<file path="src/rtl/flash_stat_pkg.sv">
package flash_stat_pkg;

   typedef enum logic [2:0] {
      MD_ARRAY    = 3'd0,
      MD_PROGRAM  = 3'd1,
      MD_ERASE    = 3'd2,
      MD_ESUSP    = 3'd3,
      MD_PSUSP    = 3'd4,
      MD_ESUSP_PG = 3'd5,
      MD_BUFWR    = 3'd6
   } fst_mode_e;

   localparam int STAT_W = 8;

   // Modes in which an algorithm is actively running
   function automatic logic fst_running(input logic [2:0] m);
      case (m)
         3'd1, 3'd2, 3'd5, 3'd6: fst_running = 1'b1;
         default:                fst_running = 1'b0;
      endcase
   endfunction

   function automatic logic fst_dq2_live(input logic [2:0] m, input logic hit);
      case (m)
         3'd2, 3'd3: fst_dq2_live = hit;
         default:    fst_dq2_live = 1'b0;
      endcase
   endfunction

endpackage

</file>
<file path="src/rtl/fst_toggle.sv">
module fst_toggle #(
   parameter bit RISE_EDGE = 1'b1
) (
   input  logic clk,
   input  logic rst_n,
   input  logic strobe,
   input  logic en_a,
   input  logic en_b,
   output logic tog_a,
   output logic tog_b
);

   logic strobe_q;
   logic hit;

   always_ff @(posedge clk or negedge rst_n) begin
      if (!rst_n) strobe_q <= 1'b0;
      else        strobe_q <= strobe;
   end

   generate
      if (RISE_EDGE) begin : g_rise
         assign hit = strobe & ~strobe_q;
      end else begin : g_fall
         assign hit = ~strobe & strobe_q;
      end
   endgenerate

   always_ff @(posedge clk or negedge rst_n) begin
      if (!rst_n) begin
         tog_a <= 1'b0;
         tog_b <= 1'b0;
      end else begin
         if (hit && en_a) tog_a <= ~tog_a;
         if (hit && en_b) tog_b <= ~tog_b;
      end
   end

endmodule

</file>
<file path="src/rtl/fst_event_latch.sv">
module fst_event_latch (
   input  logic clk,
   input  logic rst_n,
   input  logic clr,
   input  logic set,
   output logic flag
);

   always_ff @(posedge clk or negedge rst_n) begin
      if (!rst_n)   flag <= 1'b0;
      else if (clr) flag <= 1'b0;
      else if (set) flag <= 1'b1;
   end

endmodule

</file>
<file path="src/rtl/fst_pattern.sv">
module fst_pattern
   import flash_stat_pkg::*;
(
   input  logic [2:0]        mode,
   input  logic              hit,
   input  logic              d7,
   input  logic              tog6,
   input  logic              tog2,
   input  logic              tmo,
   input  logic              abrt,
   output logic [STAT_W-1:0] stat,
   output logic              rdy,
   output logic              arr
);

   always_comb begin
      stat = '0;
      rdy  = 1'b1;
      arr  = 1'b0;
      case (mode)
         3'd1, 3'd5: begin
            stat[7] = ~d7;
            stat[6] = tog6;
            stat[5] = tmo;
            rdy     = 1'b0;
         end
         3'd2: begin
            stat[6] = tog6;
            stat[5] = tmo;
            stat[3] = 1'b1;
            stat[2] = tog2;
            rdy     = 1'b0;
         end
         3'd3: begin
            if (hit) begin
               stat[7] = 1'b1;
               stat[6] = tog6;
               stat[2] = tog2;
            end else begin
               arr = 1'b1;
            end
         end
         3'd4: arr = ~hit;
         3'd6: begin
            stat[7] = ~d7;
            stat[6] = tog6;
            stat[5] = tmo;
            stat[1] = abrt;
            rdy     = 1'b0;
         end
         default: arr = 1'b1;
      endcase
   end

endmodule

</file>
<file path="src/rtl/flash_status_gen.sv">
module flash_status_gen
   import flash_stat_pkg::*;
#(
   parameter int SECT_W    = 3,
   parameter bit RISE_EDGE = 1'b1
) (
   input  logic              clk,
   input  logic              rst_n,
   input  logic [2:0]        op_mode,
   input  logic [SECT_W-1:0] op_sector,
   input  logic [SECT_W-1:0] rd_sector,
   input  logic              rd_strobe,
   input  logic              prog_d7,
   input  logic              time_exceeded,
   input  logic              buf_abort,
   output logic [7:0]        stat_word,
   output logic              ready,
   output logic              array_sel
);

   generate
      if (SECT_W < 1 || SECT_W > 16) begin : g_bad_width
         $error("flash_status_gen: SECT_W out of range 1..16");
      end
   endgenerate

   logic [2:0]        mode_q;
   logic [SECT_W-1:0] sect_q;
   logic              d7_q;
   logic              tog6, tog2, tmo, abrt;
   logic              in_idle, in_hit, out_hit;

   assign in_idle = (op_mode == MD_ARRAY) || (op_mode == 3'd7);
   assign in_hit  = (rd_sector == op_sector);
   assign out_hit = (rd_sector == sect_q);

   always_ff @(posedge clk or negedge rst_n) begin
      if (!rst_n) begin
         mode_q <= MD_ARRAY;
         sect_q <= '0;
         d7_q   <= 1'b0;
      end else begin
         mode_q <= op_mode;
         sect_q <= op_sector;
         d7_q   <= prog_d7;
      end
   end

   fst_toggle #(.RISE_EDGE(RISE_EDGE)) i_toggle (
      .clk   (clk),
      .rst_n (rst_n),
      .strobe(rd_strobe),
      .en_a  (fst_running(op_mode)),
      .en_b  (fst_dq2_live(op_mode, in_hit)),
      .tog_a (tog6),
      .tog_b (tog2)
   );

   fst_event_latch i_tmo (
      .clk  (clk),
      .rst_n(rst_n),
      .clr  (in_idle),
      .set  (time_exceeded && fst_running(op_mode)),
      .flag (tmo)
   );

   fst_event_latch i_abort (
      .clk  (clk),
      .rst_n(rst_n),
      .clr  (op_mode != MD_BUFWR),
      .set  (buf_abort),
      .flag (abrt)
   );

   fst_pattern i_pattern (
      .mode(mode_q),
      .hit (out_hit),
      .d7  (d7_q),
      .tog6(tog6),
      .tog2(tog2),
      .tmo (tmo),
      .abrt(abrt),
      .stat(stat_word),
      .rdy (ready),
      .arr (array_sel)
   );

endmodule

</file>
<file path="config.mk">
export PLATFORM = sky130hd
export DESIGN_NAME = flash_status_gen
export DESIGN_NICKNAME = d
export VERILOG_FILES = /design/src/rtl/flash_stat_pkg.sv /design/src/rtl/fst_toggle.sv /design/src/rtl/fst_event_latch.sv /design/src/rtl/fst_pattern.sv /design/src/rtl/flash_status_gen.sv
export SDC_FILE = /design/constraint.sdc
export NUM_CORES = 1
export LEC_CHECK = 0
export BUFFER_PORTS_ARGS = -buffer_cell sky130_fd_sc_hd__buf_2
export CORE_MARGIN = 1.5
export CORE_UTILIZATION = 41
export DETAILED_ROUTE_END_ITERATION = 7
export MAX_ROUTING_LAYER = met4
export PLACE_DENSITY = 0.75
export SKIP_CTS_REPAIR_TIMING = 1
export SLEW_MARGIN = 20
export SYNTH_ARGS = -nofsm -noshare
export SYNTH_HDL_FRONTEND = slang
export SYNTH_SLANG_ARGS = --single-unit
</file>
<file path="constraint.sdc">
create_clock -name clk -period 1.2 [get_ports clk]
set_input_delay 0.18 -clock clk [delete_from_list [all_inputs] [get_ports clk]]
set_output_delay 0.18 -clock clk [all_outputs]
set_load 0.1 [all_outputs]
</file>
Word-level counts from Yosys, hierarchy flattened. Index checks and enable logic that the tools add are counted.

Equality and inequality tests: 15. Mux-type cells: 17. Bitwise gates (word level): 6. Reduce and logical (&&, ||, !) cells: 11.

Operators by type and width (number): equality test 3 bit, second input constant (6); equality test 3 x 2 -> 1 bit, second input constant (4); 2-to-1 mux 1 bit (12); OR reduction 4 bit (2); equality test 3 x 1 -> 1 bit, second input constant (2); equality test 3 bit (2); case mux 1 bit (2 select lines) (3); inverter 1 bit (5); nonzero test 2 bit (2); logical AND 1 bit (3); logical NOT 3 bit (1); inequality test 3 bit, second input constant (1); case mux 1 bit (3 select lines) (1); OR reduction 3 bit (1); 2-to-1 mux 2 bit (1); OR reduction 2 bit (1); AND 1 bit (1); logical OR 1 bit (1).

Flip-flop bits (word level): 12. Bits of input ports: 15. Output and inout bits: 10. Logic and storage cells: 57.

Logic depth before layout (Yosys ltp).
Depth in word-level cells: 6. Gate-level depth with buffers: 6. Mapped depth without buffers: 6.

Cells and area by module. From an unflattened synthesis, not the netlist that was laid out.

Cell total of the unflattened synthesis: 55. Area, all modules: 636.9 um2.

By module, submodules not included: flash_status_gen (instances 1, cells each 22, area each 282.8 um2, sequential area each 175.2 um2); fst_pattern (instances 1, cells each 22, area each 176.4 um2, sequential area each 0.0 um2); fst_toggle (instances 1, cells each 7, area each 107.6 um2, sequential area each 75.1 um2); fst_event_latch (instances 2, cells each 2, area each 35.0 um2, sequential area each 25.0 um2).

Least setup slack after synthesis. OpenSTA, ideal clock, no wires.

Path kind: reg-to-output. Start: register mode_q[0]. End: output port stat_word[7]. Arrival: 2790 ps. Setup slack: -1770 ps. Stages on the path, launching flop included: 5. Path buffers: 0. Path through: dfrtp_1 inv_1 ha_1 a21oi_1 o21ai_0.

Cells in the longest elaborated chain, start to end: 3. Elaborated cells on any way between the ends: 6. Classes of those cells: eq/ne (4); mux (1); reduce/logical (1).

RTL lines: start: declaration (line flash_status_gen.sv:27) `logic [2:0] mode_q;`; start signal: assignment (line flash_status_gen.sv:43) `mode_q <= op_mode;`; equality test 3 x 1 -> 1 bit / equality test 3 bit (equally long branches) (line fst_pattern.sv:20) `case (mode)`; OR reduction 3 bit (no source line); case mux 1 bit (2 select lines) (*) (line fst_pattern.sv:20); end: declaration (line flash_status_gen.sv:16) `output logic [7:0] stat_word,`.

Every way passes the cells marked *; elsewhere a longest branch is shown, timed or not.

Worst setup path in the final report.
Start: register mode_q[0]. End: output port array_sel.

Cells in the longest elaborated chain, start to end: 3. Elaborated cells on any way between the ends: 8. Classes of those cells: eq/ne (6); mux (1); reduce/logical (1).

RTL lines: equality test 3 x 2 -> 1 bit, or another cell as far along (line fst_pattern.sv:20); OR reduction 4 bit (no source line); case mux 1 bit (3 select lines) (*) (line fst_pattern.sv:20); end: declaration (line flash_status_gen.sv:18) `output logic array_sel`.

Marked as above.

==> metrics.md <==
| Metric | Value |
|---|---|
| Pleak | `0.000560 uW` |
| Crit path cell chain | `ha_2 -> and2b_1 -> a21oi_2 -> mux2i_4 -> buf_12` |
| Hold Path Cell Cnt | `1` |
| WL met2 | `730 um` |
| Power, Total | `1440 uW` |
| M1 WL | `465 um` |
| Top routing layer in use | `met3` |
| Number of synthesized register bits | `12` |
| Cts bufs inserted | `3` |
| All-Layer GR Usage | `0.151` |
| Power Density | `1260 nW/um^2` |
| Syn-to-layout area delta | `75.8%` |
| # rows | `14` |
| Syn avg cell area | `11.6 sq um` |
| Total wire length | `1240 um` |
| Largest net degree at the start of global routing | `13` |
| RSZ-0062 raised after global routing | `true` |
| Clk pin slew, worst setup/hold paths | `70 ps` |
| Fin nets | `120` |
| Iteration-0 DRC Markers | `1` |
| Share of layout cells above drive strength 1 | `0.619` |
| Endpoints failing setup | `8` |
| Fin crit period | `1830 ps` |
| First-pass GRT wire length | `2060 um` |
| Largest buffer count on any clock path | `2` |
| Critical Path Fanout Max | `2` |
| Max incr delay on CP | `390 ps` |
| Failing checks | `setup timing` |
| Mapped Area | `651 sq um` |
| Reg power frac | `0.340` |
| Cells after synthesis | `56` |
| Net Switching | `527 uW` |
| Commonest non-fill, non-tap cell in the layout | `buf_4` |
| DR vias | `517` |
| WL/cell | `11.0 um` |
| Pre-antenna DRT Iters | `2` |
| Status | `finished with violations` |
| CTS Root Cell | `clkbuf_4` |
| Delay-heaviest family, CP | `flip-flops` |
| Final Hold Vio Count | `0` |
| Initial antenna violation count | `0` |
| Drt drc | `0` |
| Yosys cell types | `24` |
| Post-synthesis sequential area ratio | `0.462` |
| Max IR drop VDD | `0.883 mV` |
| Synth warn | `0` |
| Sw frac | `0.365` |
| Routed wl met3 | `44 um` |
| Commonest cells after routing, fill and taps aside | `15 x buf_4, 14 x buf_2, 12 x dfrtp_1, 8 x buf_12, 5 x xnor2_1` |
| CP max stage cell | `dfrtp_1` |
| Antenna Cells | `0` |
| DP Worst Slack | `-342 ps` |
| Die area | `1830 sq um` |
| Crit share post-route | `1.52` |
| DR vias/cell | `4.58` |
| Arrival time at the worst endpoint | `1650 ps` |
| Worst Setup End Kind | `output pin` |
| Worst R2R Path Depth | `3` |
| Max_cap viols | `0` |
| Post-synth EDFFs | `0` |
| FFs w/ async S/R, synth | `1.00` |
| Area of the core | `1490 sq um` |
| Antenna Nets Post-Route | `0` |
| Cell Int Power | `917 uW` |
| Initial Utilization | `0.437` |
| Vias in the first global route | `536` |
| Main flop type after synthesis | `dfrtp_1` |
| H-tree depth | `1` |
| Clk pwr share | `0.213` |
| PnR worst setup slack | `-629 ps` |
| Clock skew | `0.0222 ps` |
| Worst endpoint required time | `1020 ps` |
| CTS Sinks | `12` |
| Fin. max-slew vios | `0` |
| Die Ht | `42.8 um` |
| Placer congestion estimate | `0.727` |
| GRT Residual Overflow | `0` |
| Crit path depth | `5` |
| Worst Path Buf+Inv | `1` |
| CTS tree | `built` |
| Port-buffer cells | `22` |
| Maximum clock rate | `547 MHz` |
| Hold WC Path Type | `primary input to flop` |
| Comb power frac | `0.447` |
| Io pins | `25` |
| DIE WIDTH | `42.8 um` |
| Crit Path Category | `flop to output pin` |
| Clock Latency Late Sink | `260 ps` |
| Worst setup SP type | `flop` |
-- metal layers --
metal | track usage | up-vias
li1 | - | 262
met1 | 0.159 | 239
met2 | 0.285 | 16
met3 | 0.0128 | 0
met4 | 0.0563 | 0
met5 | - | -
-- sequential cells by signal, summed over array words and instances (netlist names) --
signal,flops
d7_q,1
i_abort.flag,1
i_tmo.flag,1
i_toggle.strobe_q,1
i_toggle.tog_a,1
i_toggle.tog_b,1
mode_q,3
sect_q,3
-- worst reg2reg max path, stage by stage (launching register included) --
cell and delay [ps]:
dfrtp_1 390, nor4b_2 270, nand4_1 140, xnor2_1 140
-- path summary, 6_finish.rpt --
path                              startpoint        endpoint  slack [ps]
setup / recovery                   mode_q[0]       array_sel        -630
hold / removal                       prog_d7            d7_q          20
setup reg to reg           i_toggle.strobe_q  i_toggle.tog_b         150
hold reg to reg               i_toggle.tog_a  i_toggle.tog_a         480
max in group asynchronous              rst_n      i_tmo.flag         690
min in group asynchronous              rst_n       sect_q[1]         310
-- cells by family after synthesis --
kind of cell	share of synthesized area
simple gates	0.125
buf+inv	0.0577
flops	0.462
compound gates	0.0923
fa+ha+maj	0.135
other cells	0.00576
xor+xnor	0.108
mux	0.0154
-- power groups by stage --
stage,logic [uW],clock network [uW],registers (uW)
2_1_floorplan,405,0,491
3_3_place_gp,621,0,496
3_5_place_dp,628,0,499
4_1_cts,628,317,491
5_1_grt,670,326,497
6_report,646,307,490
-- cell usage after synthesis (2+ instances only) --
library cell,count,share of area
dfrtp_1,12,0.46
ha_1,7,0.13
inv_1,6,0.035
xnor2_1,5,0.067
a21oi_1,3,0.023
xor2_1,3,0.040
a21boi_2,2,0.035
buf_4,2,0.023
-- per-stage QoR --
step            util  TNS (ps)  hold slack (ps)  instance area (sq um)  cells
2_1_floorplan      -     -2980             -116                    713     57
3_3_place_gp   0.708     -1680             60.1                   1050    107
3_5_place_dp   0.708     -1890             64.2                   1050    107
4_1_cts        0.732     -4220             -226                   1090    111
5_1_grt        0.768     -4210             22.8                   1140    113
6_report       0.768     -3770             24.4                   1140    113
-- area by class of cell --
type / count / area [sq um]
Inverter: 6 / 31.3
Fill cell: 104 / 345
Clock buffer: 4 / 36.3
Timing Repair Buffer: 38 / 353
Tap cell: 16 / 20.0
Sequential cell: 12 / 300
Multi-Input combinational cell: 37 / 403
Note: power is estimated with default switching activity, not from simulation.
